### src/rtl/mdio_pkg.sv
package mdio_pkg;
    localparam int PRE_BITS    = 32;
    localparam int HDR_BITS    = 16;
    localparam int DAT_BITS    = 16;
    localparam int ADDR_BITS   = 5;
    localparam int FRAME_BITS  = PRE_BITS + HDR_BITS + DAT_BITS;
    localparam int IDX_W       = $clog2(FRAME_BITS);
    // bus is released from the second-to-last header bit on reads
    localparam int RELEASE_IDX = PRE_BITS + HDR_BITS - 2;
    localparam int DATA_IDX    = PRE_BITS + HDR_BITS;
    localparam logic [HDR_BITS-1:0] HDR_RD = 16'h6000;
    localparam logic [HDR_BITS-1:0] HDR_WR = 16'h5002;

    typedef logic [ADDR_BITS-1:0] addr_t;
    typedef logic [DAT_BITS-1:0]  word_t;

    function automatic logic [HDR_BITS-1:0] hdr_word(logic is_rd, addr_t phy, addr_t rg);
        return (is_rd ? HDR_RD : HDR_WR) | {4'b0, phy, 7'b0} | {9'b0, rg, 2'b0};
    endfunction

    typedef struct packed {
        logic                  busy;
        logic                  rd;
        logic                  mdc;
        logic                  mdo;
        logic                  oe;
        logic                  done;
        logic [IDX_W-1:0]      idx;
        logic [FRAME_BITS-1:0] tx;
        word_t                 rx;
        word_t                 rdat;
    } frm_state_t;
endpackage

### src/rtl/mdio_mdc_gen.sv
module mdio_mdc_gen #(
    parameter int HALF_DIV = 25
) (
    input  logic clk,
    input  logic rst_n,
    input  logic run,
    output logic phase_end
);
    localparam int CNT_W = (HALF_DIV > 1) ? $clog2(HALF_DIV) : 1;
    localparam logic [CNT_W-1:0] LAST = CNT_W'(HALF_DIV - 1);

    typedef struct packed {
        logic [CNT_W-1:0] cnt;
    } gen_state_t;

    gen_state_t st_d, st_q;

    assign phase_end = run && (st_q.cnt == LAST);

    always_comb begin
        st_d = st_q;
        if (!run || phase_end) st_d.cnt = '0;
        else                   st_d.cnt = st_q.cnt + 1'b1;
    end

    always_ff @(posedge clk or negedge rst_n) begin
        if (!rst_n) st_q <= '0;
        else        st_q <= st_d;
    end
endmodule

### src/rtl/mdio_frame_ctrl.sv
module mdio_frame_ctrl
    import mdio_pkg::*;
(
    input  logic  clk,
    input  logic  rst_n,
    input  logic  start,
    input  logic  op_read,
    input  addr_t phy_addr,
    input  addr_t reg_addr,
    input  word_t wr_data,
    input  logic  phase_end,
    input  logic  mdio_i,
    output word_t rd_data,
    output logic  busy,
    output logic  done,
    output logic  mdc,
    output logic  mdio_o,
    output logic  mdio_oe
);
    localparam logic [IDX_W-1:0] LAST_IDX = IDX_W'(FRAME_BITS - 1);
    localparam logic [IDX_W-1:0] REL_IDX  = IDX_W'(RELEASE_IDX);
    localparam logic [IDX_W-1:0] DAT_IDX  = IDX_W'(DATA_IDX);

    frm_state_t st_d, st_q;
    logic [IDX_W-1:0] nxt_idx;

    assign nxt_idx = st_q.idx + 1'b1;

    always_comb begin
        st_d      = st_q;
        st_d.done = 1'b0;
        if (!st_q.busy) begin
            if (start) begin
                st_d.busy = 1'b1;
                st_d.rd   = op_read;
                st_d.idx  = '0;
                st_d.mdc  = 1'b0;
                st_d.tx   = {{PRE_BITS{1'b1}}, hdr_word(op_read, phy_addr, reg_addr),
                             op_read ? word_t'(0) : wr_data};
                st_d.mdo  = 1'b1;
                st_d.oe   = 1'b1;
            end
        end else if (phase_end) begin
            if (!st_q.mdc) begin
                // last clock of the low phase: capture read data, then rise
                st_d.mdc = 1'b1;
                if (st_q.rd && (st_q.idx >= DAT_IDX))
                    st_d.rx = {st_q.rx[DAT_BITS-2:0], mdio_i};
            end else if (st_q.idx == LAST_IDX) begin
                st_d.busy = 1'b0;
                st_d.mdc  = 1'b0;
                st_d.oe   = 1'b0;
                st_d.mdo  = 1'b0;
                st_d.done = 1'b1;
                if (st_q.rd) st_d.rdat = st_q.rx;
            end else begin
                st_d.mdc = 1'b0;
                st_d.idx = nxt_idx;
                st_d.tx  = {st_q.tx[FRAME_BITS-2:0], 1'b0};
                st_d.mdo = st_q.tx[FRAME_BITS-2];
                st_d.oe  = !st_q.rd || (nxt_idx < REL_IDX);
            end
        end
    end

    always_ff @(posedge clk or negedge rst_n) begin
        if (!rst_n) st_q <= '0;
        else        st_q <= st_d;
    end

    assign rd_data = st_q.rdat;
    assign busy    = st_q.busy;
    assign done    = st_q.done;
    assign mdc     = st_q.mdc;
    assign mdio_o  = st_q.mdo;
    assign mdio_oe = st_q.oe;
endmodule

### src/rtl/mdio_master.sv
module mdio_master
    import mdio_pkg::*;
#(
    parameter int HALF_DIV = 25
) (
    input  logic        clk,
    input  logic        rst_n,
    input  logic        start,
    input  logic        op_read,
    input  logic [4:0]  phy_addr,
    input  logic [4:0]  reg_addr,
    input  logic [15:0] wr_data,
    output logic [15:0] rd_data,
    output logic        busy,
    output logic        done,
    output logic        mdc,
    output logic        mdio_o,
    output logic        mdio_oe,
    input  logic        mdio_i
);
    logic phase_end;

    mdio_mdc_gen #(.HALF_DIV(HALF_DIV)) u_gen (
        .clk       (clk),
        .rst_n     (rst_n),
        .run       (busy),
        .phase_end (phase_end)
    );

    mdio_frame_ctrl u_ctrl (
        .clk       (clk),
        .rst_n     (rst_n),
        .start     (start),
        .op_read   (op_read),
        .phy_addr  (phy_addr),
        .reg_addr  (reg_addr),
        .wr_data   (wr_data),
        .phase_end (phase_end),
        .mdio_i    (mdio_i),
        .rd_data   (rd_data),
        .busy      (busy),
        .done      (done),
        .mdc       (mdc),
        .mdio_o    (mdio_o),
        .mdio_oe   (mdio_oe)
    );
endmodule

### config.mk
export PLATFORM = sky130hd
export DESIGN_NAME = mdio_master
export DESIGN_NICKNAME = d
export VERILOG_FILES = /design/src/rtl/mdio_pkg.sv /design/src/rtl/mdio_mdc_gen.sv /design/src/rtl/mdio_frame_ctrl.sv /design/src/rtl/mdio_master.sv
export SDC_FILE = /design/constraint.sdc
export NUM_CORES = 1
export LEC_CHECK = 0
export BUFFER_PORTS_ARGS = -buffer_cell sky130_fd_sc_hd__buf_2
export CAP_MARGIN = 20
export CELL_PAD_IN_SITES_DETAIL_PLACEMENT = 1
export CELL_PAD_IN_SITES_GLOBAL_PLACEMENT = 1
export CORE_ASPECT_RATIO = 0.5
export CORE_UTILIZATION = 46
export DETAILED_ROUTE_END_ITERATION = 10
export GPL_TIMING_DRIVEN = 0
export HOLD_SLACK_MARGIN = 0.06
export PLACE_DENSITY = 0.76
export SETUP_SLACK_MARGIN = 0.05
export SKIP_CTS_REPAIR_TIMING = 1
export SLEW_MARGIN = 30
export SYNTH_ARGS = -nofsm -noshare
export SYNTH_HDL_FRONTEND = slang
export SYNTH_SLANG_ARGS = --single-unit
### constraint.sdc
create_clock -name clk -period 2.6 [get_ports clk]
set_clock_uncertainty 0.1 [all_clocks]
set_input_delay 0.26 -clock clk [delete_from_list [all_inputs] [get_ports clk]]
set_output_delay 0.26 -clock clk [all_outputs]
set_load 0.05 [all_outputs]
==> summary.txt, run 1 <==
Outcome
  • Status: completed

Setup path
  • Crit path kind: flip-flop to flip-flop
  • Worst-path fanout max: 10
  • WP data arrival: 2.55 ns
  • Reg-to-Reg End: u_ctrl.rd_data[6]$_DFFE_PN0P_
  • CP endpoint kind: flip-flop
  • Reg2reg setup slack: around 0.18 ns
  • CP max stage delay: ~0.42 ns
  • Reg2Reg Launch Point: u_ctrl.st_q[96]$_DFFE_PN0P_
  • CP Launch Type: flip-flop
  • Crit path max-delay cell type: dfrtp_1
  • Req. time, crit path: around 2.7 ns
  • Cells on worst reg2reg path: 7
  • CP Cell Sequence: ha_1 > nand4_1 > or2_2 > nor2_2 > nand2_2 > buf_2 > mux2_2

Clock network
  • # clock sinks: 112
  • Clk buf depth: 2
  • Skew-Pair Late Insertion Delay: around 0.34 ns
  • Root Buffer: clkbuf_16
  • CTS H-tree lvls: 3
  • Num CTS Buffers: 9
  • TritonCTS clock tree: done
  • Clk slew on worst S/H paths: approximately 0.070 ns

Yosys
  • Most frequent cells after synthesis: dfrtp_1 (112), nand2_1 (112), o21ai_0 (47), a22oi_1 (26)
  • Synth unique cells: 38
  • Biggest area consumer among synthesized cells: dfrtp_1
  • Mapped cell area: 4780 µm²
  • Syn_area_per_cell: approximately 11 µm²
  • #FFs+latches synth: approximately 110
  • Synth Flop Type: dfrtp_1
  • Synth top area share: about 59%
  • Sequential share of the synthesized area: around three fifths
  • Async SR Flop Fraction: 100.0%
  • Area contributors post-synth: dfrtp_1 (59%), nand2_1 (8.8%), mux2_2 (5.2%)
  • Cells after Synth: 450
  • Post-synth EDFFs: 0
  • Synth Net Count: a little under 500
  • Ys Warns: 0

Pwr
  • Static Leak: between 2 and 3 nW
  • Pwr/cell area: ~850 nW/µm²
  • Overall Power: ~4.7 mW
  • Internal Pwr Total: between 3 and 4 mW
  • Sequential power share: around 54%
  • Clock Power Share: 27.7%
  • Max VDD drop: roughly 0.41 mV
  • Net Sw Frac: 31.18%
  • Switch Pwr: about 1.5 mW
  • Combinational share of power: 18.2%

Global routing
  • Largest net degree at the start of global routing: between 80 and 90
  • GRT overflow: 0
  • First-pass GRT wire length: 17450 µm
  • Vias in the first global route: 3442
  • GRT Overall Usage: 20.44%
  • Initial antenna violation count: 0

Die
  • Die width: between 100 and 150 µm
  • Die area: ~11000 µm²
  • Initial Util: roughly half
  • IO Pins: 52
  • Die Y: 74.08 µm
  • Row count: 25
  • Core area: 9759 µm²

Hold path
  • Hold Crit Depth: 3
  • Hold crit path type: primary input to flip-flop
  • Hold Crit Start: reg_addr[3]
  • Hold endpoint: u_ctrl.st_q[53]$_DFFE_PN0P_

Route
  • Post-detailed-route count of antenna-violating nets: 0
  • DRC: 0
  • Vias per cell: between 5 and 6
  • Via Count: about 3500
  • Per-cell routed wire length: ~15 µm
  • First-iteration detailed-routing DRC count: approximately 230
  • WL final: ~10000 µm
  • First drt pass iteration count: 4

Timing
  • Unrepaired setup endpoints after global routing: yes
  • Fmax: about 410 MHz
  • Pins Over Slew Limit: 0
  • Hold Fails Final Rpt: 0
  • Worst-margin pin slew: 0.6112 ns
  • Final setup viols: 0
  • Fin crit share: 93.17%
  • Max-slew headroom: just under 60%
  • Tmin final: about 2.4 ns

Final layout
  • Final net count: 551
  • Layout Cells excl Fill: roughly 660
  • Antenna fix cells: 0
  • Share of cells above drive strength 1: between 20 and 30%
  • Final Instance Area: 5574 µm²
  • Util after Layout: 57.12%
  • Layout area overhead: 16.62%

Flow run
  • Max Cap Viol: 0

Place
  • Buffers on Ports: 51
  • Placed insts: around 640
  • Final GP Congestion: approximately 0.74
  • Cell Area, Placed: 5241 µm²
  • Final HPWL DP: between 6000 and 7000 µm
[critical path, delay by kind of cell, from the launching register on]
kind,cells,cell delay [ns]
multiplexers,1,0.30
adder cells (fa/ha/maj),1,0.26
buffers and inverters,1,0.24
AND/OR/NAND/NOR,4,1.00
flip-flops,1,0.42
[how the worst max path moves through the flow]
| stage | start | to | slack, ns | depth (start not counted) |
|---|---|---|---|---|
| after floorplan | u_gen.st_q[0]$_DFF_PN0_ | u_ctrl.st_q[21]$_DFFE_PN0P_ | 0.40 | 9 |
| after global placement | rst_n | u_ctrl.rd_data[9]$_DFFE_PN0P_ | -0.22 | 1 |
| after detailed placement | u_ctrl.st_q[96]$_DFFE_PN0P_ | u_ctrl.st_q[42]$_DFFE_PN0P_ | 0.01 | 6 |
| after CTS | u_ctrl.st_q[96]$_DFFE_PN0P_ | u_ctrl.st_q[43]$_DFFE_PN0P_ | 0.01 | 6 |
| after global routing | u_ctrl.st_q[96]$_DFFE_PN0P_ | u_ctrl.st_q[54]$_DFFE_PN0P_ | 0.01 | 7 |
| final | u_ctrl.st_q[96]$_DFFE_PN0P_ | u_ctrl.rd_data[6]$_DFFE_PN0P_ | 0.18 | 7 |
[cells by family (layout without fill, tap and decap cells)]
group	Yosys count	in the layout	synth area share, %
multiplexers	32	32	8.325
XOR/XNOR	3	3	0.5498
buffers and inverters	49	121	5.812
AO/OA/AOI/OAI	89	89	11.54
flip-flops	112	112	58.64
AND/OR/NAND/NOR	162	162	14.35
adder cells (fa/ha/maj)	3	3	0.7854
[final cells by class]
cell class / instances / area [µm²]
clock buffers: 9 / 225.2
inverters: 5 / 18.77
fillers: 1104 / 4185
repair buffers: 56 / 332.8
multi-input cells: 289 / 1708
plain buffers: 44 / 264.0
clock inverters: 7 / 53.80
well taps: 135 / 168.9
flip-flops and latches: 112 / 2803
[power by group through the flow]
stage | clock [mW] | sequential, mW | combinational, mW
after floorplan | 0 | 2.55 | 0.587
after global placement | 0 | 2.56 | 0.804
after detailed placement | 0 | 2.58 | 0.859
after CTS | 1.35 | 2.56 | 0.876
after global routing | 1.42 | 2.63 | 1.01
final | 1.31 | 2.56 | 0.862
[per-layer routing]
metal	part of all wire [%]	vias up	GRT usage, %
met5	0	-	0
met1	50	1745	29.45
met2	46	51	32.49
li1	-	1654	-
met4	0.27	0	4.745
met3	2.9	2	3.926
[sequential cells by signal (all words and copies together), names as in the netlist]
name	count
u_ctrl.st_q	86
u_ctrl.rd_data	16
u_gen.st_q	5
u_ctrl.busy	1
u_ctrl.done	1
u_ctrl.mdc	1
u_ctrl.mdio_o	1
u_ctrl.mdio_oe	1
[metrics by stage]
stage,worst slack (ns),TNS (ns),hold WS [ns]
2_1_floorplan,0.3999,0,-0.1356
6_report,0.1775,0,0.05267
5_1_grt,0.01075,0,0.06139
3_5_place_dp,0.01003,0,0.04018
3_3_place_gp,-0.2177,-23.13,0.3418
4_1_cts,0.01426,0,-0.3305
[placed cells by master (no fill, tap or decap), drive strengths merged, types with 3 or more instances in the layout]
cell and n:
a22o 5, and3 3, nand2 114, clkbuf 30
a21oi 3, nor2 14, nand3 22, inv 8
buf 75, a22oi 26, dfrtp 112, mux2 32
dlygate4sd3 4, ha 3, o21ai 47
Power figures use the tool's default switching activity.
==> run 2, diff against run 1 <==
--- a/config.mk
+++ b/config.mk
@@ -10,11 +10,12 @@
 export CELL_PAD_IN_SITES_DETAIL_PLACEMENT = 1
 export CELL_PAD_IN_SITES_GLOBAL_PLACEMENT = 1
 export CORE_ASPECT_RATIO = 0.5
-export CORE_UTILIZATION = 46
+export CORE_UTILIZATION = 50
+export CTS_BUF_LIST = sky130_fd_sc_hd__clkbuf_8
 export DETAILED_ROUTE_END_ITERATION = 10
 export GPL_TIMING_DRIVEN = 0
 export HOLD_SLACK_MARGIN = 0.06
-export PLACE_DENSITY = 0.76
+export PLACE_DENSITY = 0.82
 export SETUP_SLACK_MARGIN = 0.05
 export SKIP_CTS_REPAIR_TIMING = 1
 export SLEW_MARGIN = 30
==> constraint.sdc (replaced) <==
create_clock -name clk -period 2.94 [get_ports clk]
set_clock_uncertainty 0.1 [all_clocks]
set_input_delay 0.294 -clock clk [delete_from_list [all_inputs] [get_ports clk]]
set_output_delay 0.294 -clock clk [all_outputs]
set_load 0.05 [all_outputs]
==> run 2 against run 1 <==
  * Flip-flop and latch count unchanged
  * Sequential power fell by 11%
  * Register-to-register slack improved by 0.22 ns
  * Via count up 1.3%
  * Non-clock buffer count is 4 higher
  * Combinational power decreased by 10%
  * First-iteration DRC count shrank 5.6%
  * Critical path type unchanged
  * Highest routed layer unchanged
==> summary.txt, run 2 (synthesized netlist as in run 1, its figures left out) <==
Global routing
  • GRT Overall Usage: 23.13% (+2.7 points)
  • Largest net degree at the start of global routing: 88 (+8.6%)
  • Vias in the first global route: 3550 (+3.1%)
  • First-pass GRT wire length: 17790 µm (+1.9%)
  • GRT overflow: 0 (unchanged)
  • Initial antenna violation count: 0 (unchanged)

Clock network
  • Num CTS Buffers: 9 (unchanged)
  • Clk slew on worst S/H paths: 0.11 ns (+0.04 ns)
  • Root Buffer: clkbuf_8
  • # clock sinks: 112 (unchanged)
  • Clk buf depth: 2 (unchanged)
  • CTS H-tree lvls: 3 (unchanged)
  • Skew-Pair Late Insertion Delay: 0.38 ns (+0.04 ns)
  • TritonCTS clock tree: done

Timing
  • Hold Fails Final Rpt: 0 (unchanged)
  • Final setup viols: 0 (unchanged)
  • Pins Over Slew Limit: 0 (unchanged)
  • Setup TNS: 0 ns (unchanged)
  • Fmax: 394.0 MHz (-4.5%)
  • Unrepaired setup endpoints after global routing: no
  • Worst-margin pin slew: 0.8329 ns (+0.2216 ns)
  • Fin crit share: 86.33% (-6.8 points)
  • Max-slew headroom: 44.42% (-15 points)
  • Worst setup margin: 0.4020 ns (+0.2246 ns)
  • Tmin final: 2.538 ns (+0.1154 ns)

Die
  • Die width: 140.3 µm (-4.0%)
  • IO Pins: 52 (unchanged)
  • Die area: 9978 µm² (-7.8%)
  • Row count: 24 (-4.0%)
  • Initial Util: 53.23% (+4.3 points)
  • Die Y: 71.14 µm (-4.0%)
  • Core area: 8979 µm² (-8.0%)

Setup path
  • CP Launch Type: flip-flop
  • Worst-path fanout max: 10 (unchanged)
  • WP data arrival: 2.69 ns (+0.14 ns)
  • Crit path kind: flip-flop to flip-flop
  • Req. time, crit path: 3.09 ns (+0.36 ns)
  • CP endpoint kind: flip-flop

Final layout
  • Most frequent cells in the layout: nand2_1 (112), dfrtp_1 (112), buf_2 (52), o21ai_0 (47), a22oi_1 (26)
  • Final net count: 555 (+0.73%)
  • Max reg flops: 86 (unchanged)
  • Layout Cells excl Fill: 643 (-2.1%)
  • Share of cells above drive strength 1: 24.14% (-1.3 points)
  • Util after Layout: 61.34% (+4.2 points)
  • Layout area overhead: 15.24%
  • Biggest register: u_ctrl.st_q
  • Antenna fix cells: 0 (unchanged)

Place
  • Final HPWL DP: 7124 µm (+6.4%)
  • Final GP Congestion: 0.7754 (+5.2%)
  • Buffers on Ports: 51 (unchanged)
  • Placed insts: 619 (-2.8%)
  • DP Worst Slack: 0.4104 ns (+0.4003 ns)

Route
  • First drt pass iteration count: 4 (unchanged)
  • Via Count: 3498 (+1.3%)
  • First-iteration detailed-routing DRC count: 221 (-5.6%)
  • WL final: 10530 µm (+3.5%)
  • Post-detailed-route count of antenna-violating nets: 0 (unchanged)
  • DRC: 0 (unchanged)
  • Per-cell routed wire length: 16.38 µm (+5.7%)
  • Vias per cell: 5.440 (+3.5%)

Pwr
  • Overall Power: 4.014 mW (-15%)
  • Static Leak: 2.667 nW (-0.85%)
  • Max VDD drop: 0.3587 mV (-13%)
  • Pwr/cell area: 728.7 nW/µm² (-14%)

Hold path
  • Hold crit path type: primary input to flip-flop

Outcome
  • Status: completed

Flow run
  • Max Cap Viol: 0 (unchanged)
run 2: cell count changes in the layout (fill, tap and decap cells not counted), sizes merged:
cell,delta
buf,-1
bufinv,+1
clkinvlp,-2
dlygate4sd3,+4
inv,+1
clkbuf,+1
run 2: final timing paths:
path / from / end / slack [ns] / cells past startpoint
setup / recovery: u_ctrl.st_q[96]$_DFFE_PN0P_ / u_ctrl.st_q[43]$_DFFE_PN0P_ / 0.40 / 6
hold / removal: reg_addr[4] / u_ctrl.st_q[54]$_DFFE_PN0P_ / 0.04 / 3
setup reg to reg: u_ctrl.st_q[96]$_DFFE_PN0P_ / u_ctrl.st_q[43]$_DFFE_PN0P_ / 0.40 / 6
hold reg to reg: u_ctrl.st_q[76]$_DFFE_PN0P_ / u_ctrl.st_q[77]$_DFFE_PN0P_ / 0.37 / 2
max in group asynchronous: rst_n / u_ctrl.st_q[101]$_DFFE_PN0P_ / 1.83 / 3
min in group asynchronous: rst_n / u_ctrl.st_q[32]$_DFFE_PN0P_ / 0.24 / 2
run 2: per-layer routing:
metal | GRT usage, % | vias up | share of wire (%)
met4 | 6.593 | 0 | 1.1
li1 | - | 1664 | -
met3 | 5.078 | 11 | 3.0
met5 | 0 | - | 0
met2 | 37.28 | 48 | 47
met1 | 31.95 | 1775 | 49
run 2: through the flow:
step	hold slack (ns)	cell area (µm²)
after CTS	-0.3790	5428
final	0.03628	5508
after global placement	0.3412	5181
after detailed placement	0.05044	5219
after global routing	0.05850	5508
after floorplan	-0.1016	4780
run 2: cell type report:
cell class	count	area [µm²]
Fill cell	1000	3471
Sequential cell	112	2803
Multi-Input combinational cell	289	1699
Timing Repair Buffer	60	372.9
Buffer	44	259.0
Tap cell	117	146.4
Clock buffer	9	123.9
Clock inverter	7	85.08
Inverter	5	18.77
run 2: where the power goes:
group	leakage (nW)	switching, mW	internal (mW)
sequential	1.39	0.293	1.97
clock	0.107	0.561	0.413
combinational	1.17	0.449	0.324
total	2.67	1.30	2.71
run 2: critical path: stages (launching register included):
cell and delay, ns:
dfrtp_1 0.42, ha_1 0.26, nand4_1 0.19, o2111a_1 0.31, nor2_1 0.52, clkbuf_1 0.41, o21ai_0 0.19
==> run 3, diff against run 2 <==
--- a/config.mk
+++ b/config.mk
@@ -15,7 +15,9 @@
 export DETAILED_ROUTE_END_ITERATION = 10
 export GPL_TIMING_DRIVEN = 0
 export HOLD_SLACK_MARGIN = 0.06
+export MAX_ROUTING_LAYER = met4
 export PLACE_DENSITY = 0.82
+export REMOVE_ABC_BUFFERS = 1
 export SETUP_SLACK_MARGIN = 0.05
 export SKIP_CTS_REPAIR_TIMING = 1
 export SLEW_MARGIN = 30
==> run 3 against run 2 <==
  * First-iteration DRC count shrank 0.90%
  * Hold slack gained 0.0089 ns
  * Maximum frequency shrank 7.0%
  * Final cell count shrank 6.2%
  * Final area shrank 2.7%
  * Core utilization shrank 1.7 points
  * Combinational power grew 1%
  * Die area is the same
  * Wire length shrank 3.7%
  * Via count shrank 4.8%
  * Critical path depth grew 2
  * Power shrank 3.3%
  * Critical path type unchanged
  * Largest power group unchanged
==> summary.txt, run 3 (synthesized netlist as in run 1, its figures left out) <==
Timing
  • Tmin final: 2.728 ns (+0.1898 ns)
  • Setup TNS: 0 ns (unchanged)
  • Pins Over Slew Limit: 0 (unchanged)
  • Fmax: 366.6 MHz (-7.0%)
  • Hold Fails Final Rpt: 0 (unchanged)
  • Worst-margin pin slew: 0.8083 ns (-0.02461 ns)
  • Fin crit share: 92.78% (+6.5 points)
  • Unrepaired setup endpoints after global routing: no
  • Fin Hold WS: 0.04519 ns (+0.008913 ns)
  • Final setup viols: 0 (unchanged)
  • Max-slew headroom: 46.12% (+1.7 points)

Final layout
  • Antenna fix cells: 0 (unchanged)
  • Layout area overhead: 12.07%
  • Layout Cells excl Fill: 603 (-6.2%)
  • Final net count: 515 (-7.2%)
  • Util after Layout: 59.66% (-1.7 points)
  • Max reg flops: 86 (unchanged)
  • Biggest register: u_ctrl.st_q
  • Share of cells above drive strength 1: 23.46% (-0.69 points)
  • Most frequent cells in the layout: nand2_1 (112), dfrtp_1 (112), buf_2 (50), o21ai_0 (47), a22oi_1 (26)

Clock network
  • Clk buf depth: 2 (unchanged)
  • # clock sinks: 112 (unchanged)
  • CTS H-tree lvls: 3 (unchanged)
  • Num CTS Buffers: 9 (unchanged)
  • Skew-Pair Late Insertion Delay: 0.38 ns (about the same)
  • Root Buffer: clkbuf_8
  • TritonCTS clock tree: done
  • Clk slew on worst S/H paths: 0.10 ns (about the same)

Global routing
  • Largest net degree at the start of global routing: 75 (-15%)
  • Vias in the first global route: 3327 (-6.3%)
  • GRT Overall Usage: 22.73% (-0.40 points)
  • Initial antenna violation count: 0 (unchanged)
  • GRT overflow: 0 (unchanged)
  • First-pass GRT wire length: 16770 µm (-5.7%)

Hold path
  • Hold crit path type: primary input to flip-flop

Route
  • DRC: 0 (unchanged)
  • Per-cell routed wire length: 16.83 µm (+2.7%)
  • Vias per cell: 5.522 (+1.5%)
  • Post-detailed-route count of antenna-violating nets: 0 (unchanged)
  • First drt pass iteration count: 5 (+1)
  • Via Count: 3330 (-4.8%)
  • WL final: 10150 µm (-3.7%)
  • First-iteration detailed-routing DRC count: 219 (-0.90%)

Die
  • Die area: 9978 µm² (unchanged)
  • Core area: 8979 µm² (unchanged)
  • Die width: 140.3 µm (unchanged)
  • Row count: 24 (unchanged)
  • Initial Util: 53.23% (unchanged)
  • IO Pins: 52 (unchanged)
  • Die Y: 71.14 µm (unchanged)

Pwr
  • Overall Power: 3.881 mW (-3.3%)
  • Max VDD drop: 0.3504 mV (-2.3%)
  • Pwr/cell area: 724.5 nW/µm² (-0.58%)
  • Static Leak: 2.556 nW (-4.2%)

Setup path
  • CP endpoint kind: flip-flop
  • WP data arrival: 2.91 ns (+0.22 ns)
  • Worst-path fanout max: 29 (+19)
  • CP Launch Type: flip-flop
  • Req. time, crit path: 3.12 ns (+0.03 ns)
  • Crit path kind: flip-flop to flip-flop

Outcome
  • Status: completed

Flow run
  • Max Cap Viol: 0 (unchanged)

Place
  • Buffers on Ports: 51 (unchanged)
  • Final HPWL DP: 6470 µm (-9.2%)
  • Final GP Congestion: 0.7586 (-2.2%)
  • Placed insts: 579 (-6.5%)
## run 3: changes by cell type in the layout (fill, tap and decap cells not counted), moves of 2 or more
cell,previous run,this run
clkbuf_1,22,0
buf_4,18,0
buf_16,1,5
inv_6,3,0
buf_2,52,50
clkinvlp_4,0,2
nor2_1,13,11
nor2_2,1,3
## run 3: final cells by class
type	count	area, µm²
clock buffer	9	123.9
clock inverter	7	50.05
fill	1002	3622
inverter	5	18.77
multi-input combinational	290	1742
sequential	112	2803
tap	117	146.4
timing repair buffer	63	473.0
## run 3: where the power goes
part / internal, mW / switching, mW / leakage [nW] / total, mW
registers: 1.97 / 0.298 / 1.39 / 2.27
logic: 0.334 / 0.448 / 1.08 / 0.782
clock network: 0.308 / 0.519 / 0.0866 / 0.827
## run 3: stage by stage
| stage | area (µm²) | setup slack (ns) |
|---|---|---|
| final | 5356 | 0.2123 |
| after CTS | 5280 | 0.04708 |
| after global routing | 5356 | 0.06799 |
| after floorplan | 4521 | -0.7493 |
| after detailed placement | 5106 | 0.1444 |
| after global placement | 4922 | -2.148 |
## run 3: worst max-delay path: stages, from the launching register on
cell and delay [ns]:
dfrtp_1 0.43, ha_1 0.26, nand4_1 0.28, o2111a_2 0.52
buf_16 0.24, nor2_4 0.37, buf_16 0.22, o21ai_0 0.11
o31ai_1 0.09
## run 3: final timing paths
kind                                        startpoint                     endpoint  slack, ns  cells past startpoint
setup / recovery           u_ctrl.st_q[97]$_DFFE_PN0P_  u_ctrl.st_q[98]$_DFFE_PN0P_       0.21                      8
hold / removal                             phy_addr[3]  u_ctrl.st_q[58]$_DFFE_PN0P_       0.05                      3
setup reg to reg           u_ctrl.st_q[97]$_DFFE_PN0P_  u_ctrl.st_q[98]$_DFFE_PN0P_       0.21                      8
hold reg to reg            u_ctrl.st_q[72]$_DFFE_PN0P_  u_ctrl.st_q[73]$_DFFE_PN0P_       0.37                      2
max in group asynchronous                        rst_n  u_ctrl.st_q[31]$_DFFE_PN0P_       1.82                      3
min in group asynchronous                        rst_n  u_ctrl.st_q[59]$_DFFE_PN0P_       0.26                      2
## run 3: routing by layer
metal | vias to the layer above | track usage (%) | wire length (µm)
met2 | 62 | 36.78 | 5159
met4 | 0 | 7.448 | 72
met5 | - | - | 0
met3 | 7 | 5.010 | 270
met1 | 1684 | 28.75 | 4644
li1 | 1577 | - | -
